File: src/rtl/xorc_pkg.sv
package xorc_pkg;
  typedef enum logic [1:0] {
    ST_META = 2'd0,
    ST_HEAD = 2'd1,
    ST_EDGE = 2'd2,
    ST_BODY = 2'd3
  } xorc_state_e;
endpackage

File: src/rtl/xorc_fifo.sv
module xorc_fifo #(
  parameter int W     = 72,
  parameter int DEPTH = 4
) (
  input  logic         clk,
  input  logic         rst,
  input  logic         push,
  input  logic [W-1:0] din,
  input  logic         pop,
  output logic [W-1:0] dout,
  output logic         empty,
  output logic         full
);
  localparam int AW = (DEPTH > 1) ? $clog2(DEPTH) : 1;
  localparam int CW = $clog2(DEPTH + 1);

  logic [W-1:0]  mem [DEPTH];
  logic [AW-1:0] wptr, rptr;
  logic [CW-1:0] count;
  logic          do_push, do_pop;

  assign empty   = (count == '0);
  assign full    = (count == CW'(DEPTH));
  assign do_push = push && !full;
  assign do_pop  = pop && !empty;
  assign dout    = mem[rptr];

  always_ff @(posedge clk) begin
    if (do_push) mem[wptr] <= din;
  end

  always_ff @(posedge clk) begin
    if (rst) begin
      wptr  <= '0;
      rptr  <= '0;
      count <= '0;
    end else begin
      if (do_push) wptr <= (wptr == AW'(DEPTH - 1)) ? '0 : wptr + 1'b1;
      if (do_pop)  rptr <= (rptr == AW'(DEPTH - 1)) ? '0 : rptr + 1'b1;
      case ({do_push, do_pop})
        2'b10:   count <= count + 1'b1;
        2'b01:   count <= count - 1'b1;
        default: count <= count;
      endcase
    end
  end

  // A write offered while full and not draining must not change occupancy.
  assert_full_hold_R7: assert property (@(posedge clk) disable iff (rst)
    (full && push && !pop) |=> (count == $past(count)));
endmodule

File: src/rtl/xorc_key.sv
module xorc_key #(
  parameter int KEY_W = 32
) (
  input  logic             clk,
  input  logic             rst,
  input  logic             wr,
  input  logic [KEY_W-1:0] wdata,
  input  logic             load,
  output logic [KEY_W-1:0] key_act
);
  logic [KEY_W-1:0] key_sw;

  always_ff @(posedge clk) begin
    if (rst) begin
      key_sw  <= '0;
      key_act <= '0;
    end else begin
      if (wr)   key_sw  <= wdata;
      if (load) key_act <= key_sw;
    end
  end
endmodule

File: src/rtl/xorc_framer.sv
module xorc_framer
  import xorc_pkg::*;
#(
  parameter int DATA_W    = 64,
  parameter int CTRL_W    = 8,
  parameter int KEY_W     = 32,
  parameter int HDR_BYTES = 34
) (
  input  logic              clk,
  input  logic              rst,
  input  logic [KEY_W-1:0]  key,
  input  logic              in_valid,
  input  logic [DATA_W-1:0] in_data,
  input  logic [CTRL_W-1:0] in_ctrl,
  input  logic              out_rdy,
  output logic              pop,
  output logic [DATA_W-1:0] out_data,
  output logic [CTRL_W-1:0] out_ctrl,
  output logic              out_wr,
  output logic              idle
);
  localparam int BYTES      = DATA_W / 8;
  localparam int REP        = DATA_W / KEY_W;
  localparam int FULL_WORDS = HDR_BYTES / BYTES;
  localparam int PART_BYTES = HDR_BYTES % BYTES;
  localparam int CNT_W      = $clog2(FULL_WORDS + 1);

  xorc_state_e       st;
  logic [CNT_W-1:0]  cnt;
  logic [DATA_W-1:0] key_word, edge_mask, mask;
  logic              is_ctrl;

  assign key_word = {REP{key}};
  assign is_ctrl  = (in_ctrl != '0);
  assign pop      = in_valid && out_rdy;
  assign idle     = (st == ST_META);

  // Boundary word: the leading PART_BYTES bytes belong to the header.
  for (genvar b = 0; b < BYTES; b++) begin : g_edge
    localparam bit IN_HDR = (b < PART_BYTES);
    assign edge_mask[DATA_W-1-8*b -: 8] = IN_HDR ? 8'h00 : 8'hFF;
  end

  always_comb begin
    case (st)
      ST_EDGE: mask = edge_mask;
      ST_BODY: mask = '1;
      default: mask = '0;
    endcase
  end

  always_ff @(posedge clk) begin
    if (rst) begin
      st  <= ST_META;
      cnt <= '0;
    end else if (pop) begin
      case (st)
        ST_META: begin
          if (!is_ctrl) begin
            cnt <= CNT_W'(1);
            st  <= (FULL_WORDS <= 1) ? ST_EDGE : ST_HEAD;
          end
        end
        ST_HEAD: begin
          if (is_ctrl)                              st <= ST_META;
          else if (cnt == CNT_W'(FULL_WORDS - 1))   st <= ST_EDGE;
          else                                      cnt <= cnt + 1'b1;
        end
        ST_EDGE: st <= is_ctrl ? ST_META : ST_BODY;
        default: if (is_ctrl) st <= ST_META;
      endcase
    end
  end

  always_ff @(posedge clk) begin
    if (rst) begin
      out_wr   <= 1'b0;
      out_data <= '0;
      out_ctrl <= '0;
    end else begin
      out_wr <= pop;
      if (pop) begin
        out_data <= in_data ^ (key_word & mask);
        out_ctrl <= in_ctrl;
      end
    end
  end

  assert_meta_passthru_R4: assert property (@(posedge clk) disable iff (rst)
    (pop && st == ST_META && is_ctrl) |=> (out_wr && out_data == $past(in_data)));
  assert_hdr_clear_R2: assert property (@(posedge clk) disable iff (rst)
    (pop && st == ST_HEAD) |=> (out_data == $past(in_data)));
  assert_ctrl_fwd_R5: assert property (@(posedge clk) disable iff (rst)
    pop |=> (out_ctrl == $past(in_ctrl)));
  assert_eop_return_R5: assert property (@(posedge clk) disable iff (rst)
    (pop && st != ST_META && is_ctrl) |=> (st == ST_META));
endmodule

File: src/rtl/pkt_xor_cipher.sv
module pkt_xor_cipher #(
  parameter int DATA_W     = 64,
  parameter int CTRL_W     = 8,
  parameter int KEY_W      = 32,
  parameter int FIFO_DEPTH = 4,
  parameter int HDR_BYTES  = 34
) (
  input  logic              clk,
  input  logic              rst,
  input  logic [DATA_W-1:0] in_data,
  input  logic [CTRL_W-1:0] in_ctrl,
  input  logic              in_wr,
  output logic              in_rdy,
  output logic [DATA_W-1:0] out_data,
  output logic [CTRL_W-1:0] out_ctrl,
  output logic              out_wr,
  input  logic              out_rdy,
  input  logic              key_wr,
  input  logic [KEY_W-1:0]  key_wdata
);
  localparam int ITEM_W = DATA_W + CTRL_W;

  logic [ITEM_W-1:0] fifo_dout;
  logic              fifo_empty, fifo_full, fr_pop, fr_idle;
  logic [KEY_W-1:0]  key_act;

  assign in_rdy = !fifo_full;

  xorc_fifo #(.W(ITEM_W), .DEPTH(FIFO_DEPTH)) u_fifo (
    .clk   (clk),
    .rst   (rst),
    .push  (in_wr),
    .din   ({in_ctrl, in_data}),
    .pop   (fr_pop),
    .dout  (fifo_dout),
    .empty (fifo_empty),
    .full  (fifo_full)
  );

  xorc_key #(.KEY_W(KEY_W)) u_key (
    .clk     (clk),
    .rst     (rst),
    .wr      (key_wr),
    .wdata   (key_wdata),
    .load    (fr_idle),
    .key_act (key_act)
  );

  xorc_framer #(
    .DATA_W(DATA_W), .CTRL_W(CTRL_W), .KEY_W(KEY_W), .HDR_BYTES(HDR_BYTES)
  ) u_framer (
    .clk      (clk),
    .rst      (rst),
    .key      (key_act),
    .in_valid (!fifo_empty),
    .in_data  (fifo_dout[DATA_W-1:0]),
    .in_ctrl  (fifo_dout[ITEM_W-1:DATA_W]),
    .out_rdy  (out_rdy),
    .pop      (fr_pop),
    .out_data (out_data),
    .out_ctrl (out_ctrl),
    .out_wr   (out_wr),
    .idle     (fr_idle)
  );

  assert_wr_gated_R6: assert property (@(posedge clk) disable iff (rst)
    out_wr |-> $past(out_rdy));
  assert_key_frozen_R8: assert property (@(posedge clk) disable iff (rst)
    !fr_idle |=> $stable(key_act));
endmodule

File: config.mk
export PLATFORM = sky130hd
export DESIGN_NAME = pkt_xor_cipher
export DESIGN_NICKNAME = d
export VERILOG_FILES = /design/src/rtl/xorc_pkg.sv /design/src/rtl/xorc_fifo.sv /design/src/rtl/xorc_key.sv /design/src/rtl/xorc_framer.sv /design/src/rtl/pkt_xor_cipher.sv
export SDC_FILE = /design/constraint.sdc
export NUM_CORES = 1
export LEC_CHECK = 0
export ABC_AREA = 1
export BUFFER_PORTS_ARGS = -buffer_cell sky130_fd_sc_hd__buf_4
export CAP_MARGIN = 20
export CORE_ASPECT_RATIO = 0.7
export CORE_UTILIZATION = 58
export DETAILED_ROUTE_END_ITERATION = 8
export GPL_ROUTABILITY_DRIVEN = 0
export PLACE_DENSITY = 0.82
export SLEW_MARGIN = 20
export SYNTH_ARGS = -nofsm -noshare
export SYNTH_HDL_FRONTEND = slang
export SYNTH_SLANG_ARGS = --single-unit
File: constraint.sdc
create_clock -name clk -period 6.85 [get_ports clk]
set_clock_uncertainty 0.05 [all_clocks]
set_input_delay 1.7125 -clock clk [delete_from_list [all_inputs] [get_ports clk]]
set_output_delay 1.7125 -clock clk [all_outputs]
set_load 0.03 [all_outputs]
After elaboration in Yosys (flattened, before gate mapping)
Memories as Yosys holds them, arrays and structs flattened. A register that Yosys moved wholly into a read port is not among the register bits.
Index checks and enable logic that the tools add are counted.
{"block": "totals", "ff_bits": 149, "mem_bits_rw": 288, "word_cells": 62, "memories": 1}
{"name": "u_fifo.mem", "words": 4, "word_bits": 72, "read_ports": 1, "rd_ports_with_merged_regs": 1, "wr": 1, "line_no": "xorc_fifo.sv:17", "source": "logic [W-1:0] mem [DEPTH];"}
{"block": "classes", "n_addsub": 5, "eq_ne": 13, "mux": 18, "n_bitwise": 2, "n_reduce_logical": 13}
{"operator": "one-hot mux 64 bit (2 select lines)", "count": 1}
{"operator": "bitwise AND 64 bit", "count": 1}
{"operator": "XOR 64 bit", "count": 1}
{"operator": "2-to-1 mux 2 bit", "count": 9}
{"operator": "one-hot mux 3 bit (2 select lines)", "count": 2}
{"operator": "equality test 2 bit, second input constant", "count": 5}
{"operator": "2-to-1 mux 3 bit", "count": 3}
{"operator": "nonzero test 8 bit", "count": 1}
{"operator": "adder 3 x 1 -> 3 bit, second input constant", "count": 2}
{"operator": "!= test 2 bit, second input constant", "count": 3}
{"operator": "one-hot mux 2 bit (3 select lines)", "count": 1}
{"operator": "AND reduction 5 bit", "count": 1}
{"operator": "adder 2 x 1 -> 2 bit, second input constant", "count": 2}
{"operator": "equality test 2 x 1 -> 1 bit, second input constant", "count": 2}
{"operator": "AND reduction 4 bit", "count": 1}
{"operator": "nonzero test 2 bit", "count": 2}
{"operator": "nonzero test 4 bit", "count": 1}
{"operator": "equality test 3 x 2 -> 1 bit, second input constant", "count": 1}
{"operator": "equality test 3 bit, second input constant", "count": 1}
{"operator": "logical AND 1 bit", "count": 3}
{"operator": "zero test 3 bit", "count": 1}
{"operator": "!= test 3 x 1 -> 1 bit, second input constant", "count": 1}
{"operator": "subtractor 3 x 1 -> 3 bit, second input constant", "count": 1}
{"operator": "zero test 1 bit", "count": 2}
{"operator": "other kinds (2)", "count": 3}

Longest topological paths before layout
Gate-level depths: netlist (run 1).
{"block": "logic_depth", "ltp_word": 6, "depth_mapped": 14, "depth_no_buf": 12}

Cells and area by module
From an unflattened synthesis (run 1), not the netlist that was laid out.
{"block": "hier_totals", "cells_unflattened": 1634, "area_unflattened_um2": 18208.7}
{"mod": "xorc_fifo", "n_inst": 1, "cells_per_inst": 768, "area_each_um2": 11601.1}
{"mod": "xorc_framer", "n_inst": 1, "cells_per_inst": 459, "area_each_um2": 3653.5}
{"mod": "xorc_key", "n_inst": 1, "cells_per_inst": 405, "area_each_um2": 2946.6}
{"mod": "pkt_xor_cipher", "n_inst": 1, "cells_per_inst": 2, "area_each_um2": 7.5}

Worst setup path after synthesis (run 1)
OpenSTA, ideal clock, no wires.
{"block": "synth_path", "path_kind": "input port to flip-flop", "start": "in in_wr", "end": "mem u_fifo.mem[0][0] (enable)", "arrival_ns": 4.916, "required_time_ns": 6.297, "slack_ns": 1.381, "cell_stages": 2, "n_path_buf": 0, "cell_sequence": "nand2_1 > nor2_1"}
{"block": "synth_between", "elab_chain_len": 3}
{"item": "from (decl)", "line_no": "pkt_xor_cipher.sv:12", "source": "input logic in_wr,"}
{"item": "logical AND 1 bit", "line_no": "xorc_fifo.sv:24", "source": "assign do_push = push && !full;"}
{"item": "2-to-1 mux 1 bit", "line_no": "xorc_fifo.sv:29", "source": "if (do_push) mem[wptr] <= din;"}
{"item": "2-to-1 mux 1 bit (implied by the code)", "line_no": "xorc_fifo.sv:29"}
{"item": "to (decl)", "line_no": "xorc_fifo.sv:17"}
Every way passes these cells.

==> results.toml, run 1 <==
[run_status]
status = "finished clean"

[routing]
routed_wl_um = 43300
remaining_drc_errors = 0
final_antenna_net_count = 0
wire_per_inst_um = 20.2
drtIter0Drc = 1353
vias = 12400
first_pass_iters = 6
vias_per_cell = 5.79

[place]
dp_slack_ns = 2.82
postPlaceCellArea_um2 = 18700
dpl.hpwl_um = 25600
port-buffer-count = 182

[setup_path]
cp-start-kind = "input pin"
critPathKind = "in -> reg"
critPathMaxFanout = 82
cpLargestDelayFamily = "buffers and inverters"
cp_data_required_time_ns = 7.21
rrSetupSlack_ns = 3.65
critPathBufInv = 2
worst_r2r_path_depth = 12
arrival_ns = 4.05
crit_chain = "buf_4, clkinv_2, o21ai_0, nor2_1"
crit_path_end_kind = "flop"
slowest_stage = "clkinv_2"
r2r_end = "u_framer.st[0]"
slowest_delay_ns = 1.09

[timing]
fmax_ghz = 0.271
report.final.slew_viol_count = 0
rsz0062_at_grt = "false"
slew_headroom_pct = 24.1
setup_ws_ns = 3.16
hold_violations = 0
worst_pin_slew_ns = 1.14
fin_crit_sh_pct = 53.8
finalCriticalPeriod_ns = 3.69
finalSetupTns_ns = 0
setup_viol = 0

[min_path]
min_from = "u_key.key_sw[26]"
hold-path-cell-count = 2
hold_path_end = "u_key.key_act[26]"
hold_class = "reg -> reg"

[power]
combinationalPowerShare_pct = 30.4
power_density_nw_per_um2 = 406
netSwitchingFraction_pct = 34.9
seqPwrFrac_pct = 42.5
total_leakage_power_nw = 7.82
clockPowerShare_pct = 27.1
p_sw_mw = 2.83
p_int_mw = 5.27
peakVddDrop_mv = 0.200

[cells_and_area]
register_area_um2 = 11700
nFillCells = 2030
drive_above_1_share_pct = 15.3
multiInputGateArea_um2 = 4750
fin_area_um2 = 20000
area_growth_pct = 16.3
layout.nets = 1858

[logic_synthesis]
synth_edf_count = 288
netlist_area_um2 = 17200
synth_cell_type_count = 32
syn_nets = 1718
yosys_most_used_dff = "edfxtp_1"
yosysTopAreaCellShare_pct = 50.3
synth_area_leaders = "edfxtp_1 50%, dfxtp_1 18%, nor2_1 8.9%"
synth_top_area_cell = "edfxtp_1"
synth_warnings = 0
post_synth.cell_area_avg_um2 = 10.8
ys_ff_latch = 439
synth_cells = 1595
ys_seq_area_share_pct = 67.9
async_reset_ff_share_pct = 0

[grt]
gr-total-overflow = 0
first_global_vias = 11800
grt_pass1_wl_um = 65900
grt_use_total_pct = 28.1
grt_antenna_before_repair = 2
grt_max_degree = 89

[clocking]
cts_root_buf = "clkbuf_16"
numCtsBuffers = 40
clk_pin_slew_ns = 0.06
cts_resized = 0
insertion_delay_ns = 0.54
cts.sink_count = 439
ctsHoldBuffers = 0
clockBufferDepth = 3
post-cts-setup-buffers = 0
cts_tree = "yes"
htreeDepth = 2

[floorplan]
start_util_pct = 59.2
die_w_um = 208
pin_count = 183
core_area_um2 = 29000
dieArea_um2 = 30300
die_y_um = 146
row_count = 52

[flow_run]
cap_violations = 0
-- worst reg2reg max path: cells and delay by family, from the launching register on --
kind / cells / cell delay [ns]
buf+inv: 2 / 1.36
simple gates: 9 / 1.07
flops: 1 / 0.54
compound gates: 1 / 0.12
-- cells by family (layout without fill, tap and decap cells) --
kind of cell,count (synthesis),count (layout),synth area share (%)
buffers and inverters,184,356,4.65
xor gates and xnor gates,64,64,3.26
AOI/OAI and AO/OA,356,356,11.0
DFF,439,439,67.9
and+or+nand+nor,538,538,12.1
adders and majority gates,14,14,1.06
other,0,1,0
-- cell type report --
cell class / count / share of cell area, %
Timing Repair Buffer: 195 / 7.33
Clock inverter: 13 / 0.482
Tap cell: 378 / 2.37
Inverter: 87 / 1.67
Antenna cell: 1 / 0.0125
Sequential cell: 439 / 58.5
Multi-Input combinational cell: 972 / 23.8
Clock buffer: 61 / 5.93
-- routing by layer --
metal	track usage, %	part of all wire [%]	vias to the layer above
met5	0	0.028	-
met4	9.48	3.4	2
met3	5.39	8.8	110
met2	44.7	46	634
met1	39.2	41	5994
li1	-	-	5689
-- how the worst max path moves through the flow --
stage | startpoint | endpoint | slack [ns] | cells after the start
2_1_floorplan | in_wr | u_fifo.mem[0][0] | 1.38 | 2
3_3_place_gp | in_wr | u_fifo.mem[1][39] | 2.87 | 4
3_5_place_dp | in_wr | u_fifo.mem[1][39] | 2.82 | 4
4_1_cts | in_wr | u_fifo.mem[1][38] | 3.37 | 4
5_1_grt | rst | u_framer.out_ctrl[6] | 3.03 | 4
6_report | rst | u_key.key_sw[25] | 3.16 | 4
-- cell usage after synthesis, types with 2 or more instances --
library cell / n
buf_4: 10
buf_2: 12
edfxtp_1: 288
o21ai_0: 205
xnor2_1: 64
o21ai_1: 65
nand2_2: 2
nand3_2: 2
nor2_4: 2
dfxtp_1: 151
nor2_1: 406
o22ai_1: 64
buf_1: 6
inv_1: 83
buf_6: 7
nand3_1: 19
nand2_1: 105
a21oi_1: 17
clkbuf_1: 62
ha_1: 13
-- cells in the final DEF, fill, tap and decap left out, drive strengths merged --
master  count
o31ai       1
fa          1
clkbuf     61
a21oi      17
nand4       1
clkinv     11
nand2     107
bufinv      1
ha         13
diode       1
buf       195
or2         1
xnor2      64
a211oi      1
edfxtp    288
nand3      21
inv        88
dfxtp     151
o21ai     271
o211a       1
o211ai      1
nor2      408
o22ai      64
-- through the flow --
step / hold WS [ns] / std cells / power [mW] / util (%)
after floorplan: 0.399 / 1595 / 5.14 / -
after global placement: 0.410 / 2071 / 5.82 / 64.4
after detailed placement: 0.419 / 2071 / 5.91 / 64.4
after CTS: 0.437 / 2145 / 8.09 / 68.8
after global routing: 0.451 / 2145 / 8.45 / 68.8
final: 0.437 / 2146 / 8.10 / 68.8
-- power groups by stage --
stage / combinational (mW) / clock (mW) / sequential (mW)
floorplan: 1.39 / 0 / 3.75
global placement: 2.34 / 0 / 3.48
detailed placement: 2.42 / 0 / 3.49
CTS: 2.46 / 2.20 / 3.44
global route: 2.67 / 2.31 / 3.47
finish: 2.46 / 2.20 / 3.44
-- sequential cells by signal, summed over array words and instances (netlist names), named ones only --
name               cells
u_framer.out_data     64
u_key.key_act         32
u_fifo.rptr            2
u_fifo.wptr            2
u_key.key_sw          32
u_framer.st            2
u_framer.out_wr        1
u_framer.cnt           3
u_framer.out_ctrl      8
u_fifo.count           3
u_fifo.mem           288
Power figures use the tool's default switching activity.
==> run 2, diff against run 1 <==
--- a/config.mk
+++ b/config.mk
@@ -5,7 +5,7 @@
 export SDC_FILE = /design/constraint.sdc
 export NUM_CORES = 1
 export LEC_CHECK = 0
-export ABC_AREA = 1
+export ABC_AREA = 0
 export BUFFER_PORTS_ARGS = -buffer_cell sky130_fd_sc_hd__buf_4
 export CAP_MARGIN = 20
 export CORE_ASPECT_RATIO = 0.7
==> constraint.sdc (replaced) <==
create_clock -name clk -period 3.54 [get_ports clk]
set_clock_uncertainty 0.05 [all_clocks]
set_input_delay 0.885 -clock clk [delete_from_list [all_inputs] [get_ports clk]]
set_output_delay 0.885 -clock clk [all_outputs]
set_load 0.03 [all_outputs]
==> run 2 against run 1 <==
Global-route usage fell by 3.9 points. Total power rose by 80%. Non-clock buffer count rose by 3. Final cell count fell by 24%. Die area fell by 3.7%. Register-to-register slack got worse by 2.9 ns. Worst hold slack got worse by 0.032 ns. Via count fell by 25%. Final area fell by 1.1%. First-iteration DRC count fell by 54%. Clock power rose by 110%. Largest cell class unchanged. Highest routed layer unchanged.
==> results.toml, run 2 <==
[min_path]
min_from = "u_framer.out_ctrl[1]"
hold-path-cell-count = 2
hold_path_end = "u_framer.out_ctrl[1]"
hold_class = "reg -> reg"

[logic_synthesis]
netlist_area_um2 = 16500
synth_top_area_cell = "edfxtp_1"
synth-compound-area-share_pct = 3.63
muxShareOfSynthArea_pct = 13.9
synth_edf_count = 288
synth_common_cells = "288 x edfxtp_1, 151 x dfxtp_1, 138 x nor2_1"
synth_cell_type_count = 34
synth_cells = 1045
ys_ff_latch = 439
synth_top_family_by_area = "multiplexers"
ys_seq_area_share_pct = 70.6
post_synth.cell_area_avg_um2 = 15.8
synth-xor-area-share_pct = 3.49
synth_warnings = 0
yosys_most_used_dff = "edfxtp_1"
synth.most_common_cell = "edfxtp_1"
synthAdderAreaFrac_pct = 1.10
synth_area_leaders = "edfxtp_1 52%, dfxtp_1 18%, mux4_2 9.8%"
yosysTopAreaCellShare_pct = 52.3
async_reset_ff_share_pct = 0
synth-simple-area-share_pct = 5.57
syn_nets = 1168

[cells_and_area]
area_growth_pct = 19.5
largest_reg_flops = 288
regMostFlops = "u_fifo.mem"
multiInputGateArea_um2 = 4610
reg_top3 = "u_fifo.mem x288, u_framer.out_data x64"
nFillCells = 1735
stdcell_count = 1622
final_cell_mix = "288 x edfxtp_1, 192 x buf_4, 149 x dfxtp_1, 138 x nor2_1, 72 x mux4_2"
register_area_um2 = 11700
num_antenna_cells = 0
fin_area_um2 = 19800
final_common_cell = "edfxtp_1"
utilization_pct = 70.9
drive_above_1_share_pct = 27.5
layout.nets = 1345

[routing]
routed_wl_um = 34700
drtIter0Drc = 628
remaining_drc_errors = 0
first_pass_iters = 5
final_antenna_net_count = 0
wire_per_inst_um = 21.4
vias = 9281
vias_per_cell = 5.72

[clocking]
ctsHoldBuffers = 0
post-cts-setup-buffers = 0
clk_pin_slew_ns = 0.06
cts_root_buf = "clkbuf_16"
cts.sink_count = 439
insertion_delay_ns = 0.53
cts_resized = 0
htreeDepth = 2
cts_tree = "yes"
clockBufferDepth = 3
numCtsBuffers = 40

[setup_path]
critPathMaxFanout = 21
rrSetupSlack_ns = 0.74
critPathKind = "reg -> reg"
worst_r2r_path_depth = 5
critPathBufInv = 0
crit_chain = "mux4_2, or4_1, or4_4, o31ai_2, mux2i_1"
cp-start-kind = "flop"
crit_path_end_kind = "flop"
arrival_ns = 3.21
cp_data_required_time_ns = 3.95
slowest_delay_ns = 0.64
r2r_end = "u_framer.st[1]"
slowest_stage = "dfxtp_4"
cpLargestDelayFamily = "simple AND/OR/NAND/NOR gates"

[floorplan]
dieArea_um2 = 29200
die_w_um = 204
row_count = 51
pin_count = 183
core_area_um2 = 27900
start_util_pct = 59.3
die_y_um = 143

[grt]
grt_use_total_pct = 24.2
first_global_vias = 9130
grt_max_degree = 77
grt_antenna_before_repair = 1
gr-total-overflow = 0
grt_pass1_wl_um = 52700

[power]
peakVddDrop_mv = 0.387
power_density_nw_per_um2 = 738
total_leakage_power_nw = 7.16

[place]
dp.cells = 1551
dpl.hpwl_um = 21300
postPlaceCellArea_um2 = 18400
port-buffer-count = 182

[timing]
slew_headroom_pct = 40.1
holdWs_ns = 0.405
hold_violations = 0
worst_pin_slew_ns = 0.899
report.final.slew_viol_count = 0
fin_crit_sh_pct = 79.1
fmax_ghz = 0.357
rsz0062_at_grt = "false"
finalSetupTns_ns = 0
setup_viol = 0
finalCriticalPeriod_ns = 2.80

[flow_run]
cap_violations = 0

[run_status]
status = "finished clean"
==> run 2: cell types whose count changed after synthesis, sizes merged, moves of 12 or more <==
cell and delta:
nor2 -270, o21ai -269, inv -75, mux4 +72
mux2i +67, xor2 +66, xnor2 -64, a211oi +63
o22ai -63, nand2 -38, buf -22, nand3 -19
clkbuf -12
==> run 2: metrics by stage <==
step | total power [mW] | setup WS, ns
2_1_floorplan | 8.90 | 0.432
3_3_place_gp | 9.96 | 0.785
3_5_place_dp | 10.1 | 0.749
4_1_cts | 14.7 | 0.723
5_1_grt | 15.2 | 0.583
6_report | 14.6 | 0.741
==> run 2: routing by layer <==
metal  GRT usage [%]  up-vias  wire length, µm
li1                -     4248                -
met1            34.2     4652            15000
met2            38.2      329            16400
met3            5.93       50             2730
met4            5.18        2              515
met5               0        -               13
==> run 2: cell families (layout without fill, tap and decap cells) <==
group	count (synthesis)	in the layout
AO/OA/AOI/OAI	85	85
XOR/XNOR	66	66
multiplexers	140	140
flip-flops	439	439
adder cells (fa/ha/maj)	14	14
buffers and inverters	73	279
AND/OR/NAND/NOR	228	228
==> run 2: worst max path at each step <==
stage / endpoint / cells after the start / slack [ns] / startpoint
after detailed placement: u_framer.st[0] / 5 / 0.75 / flop
after global routing: u_framer.cnt[2] / 5 / 0.58 / flop
final: u_framer.st[1] / 5 / 0.74 / flop
after global placement: u_framer.st[0] / 5 / 0.79 / flop
after CTS: u_framer.st[1] / 5 / 0.72 / flop
after floorplan: u_fifo.mem[2][0] / 1 / 0.43 / in_wr
==> run 2: cell type report <==
cell class	count	area share, %
Timing Repair Buffer	198	7.90
Inverter	10	0.203
Tap cell	371	2.35
Multi-Input combinational cell	533	23.3
Clock inverter	18	1.60
Clock buffer	53	5.52
Sequential cell	439	59.1
==> run 2: worst reg2reg max path: stages (launching register included) <==
cell	delay, ns
dfxtp_4	0.64
mux4_2	0.60
or4_1	0.62
or4_4	0.51
o31ai_2	0.10
mux2i_1	0.21
==> run 2: power breakdown <==
part,internal (mW),switching (mW),total [mW],leakage (nW)
clock network,2.83,1.81,4.63,0.685
logic,1.44,2.02,3.46,2.59
registers,6.15,0.357,6.50,3.88
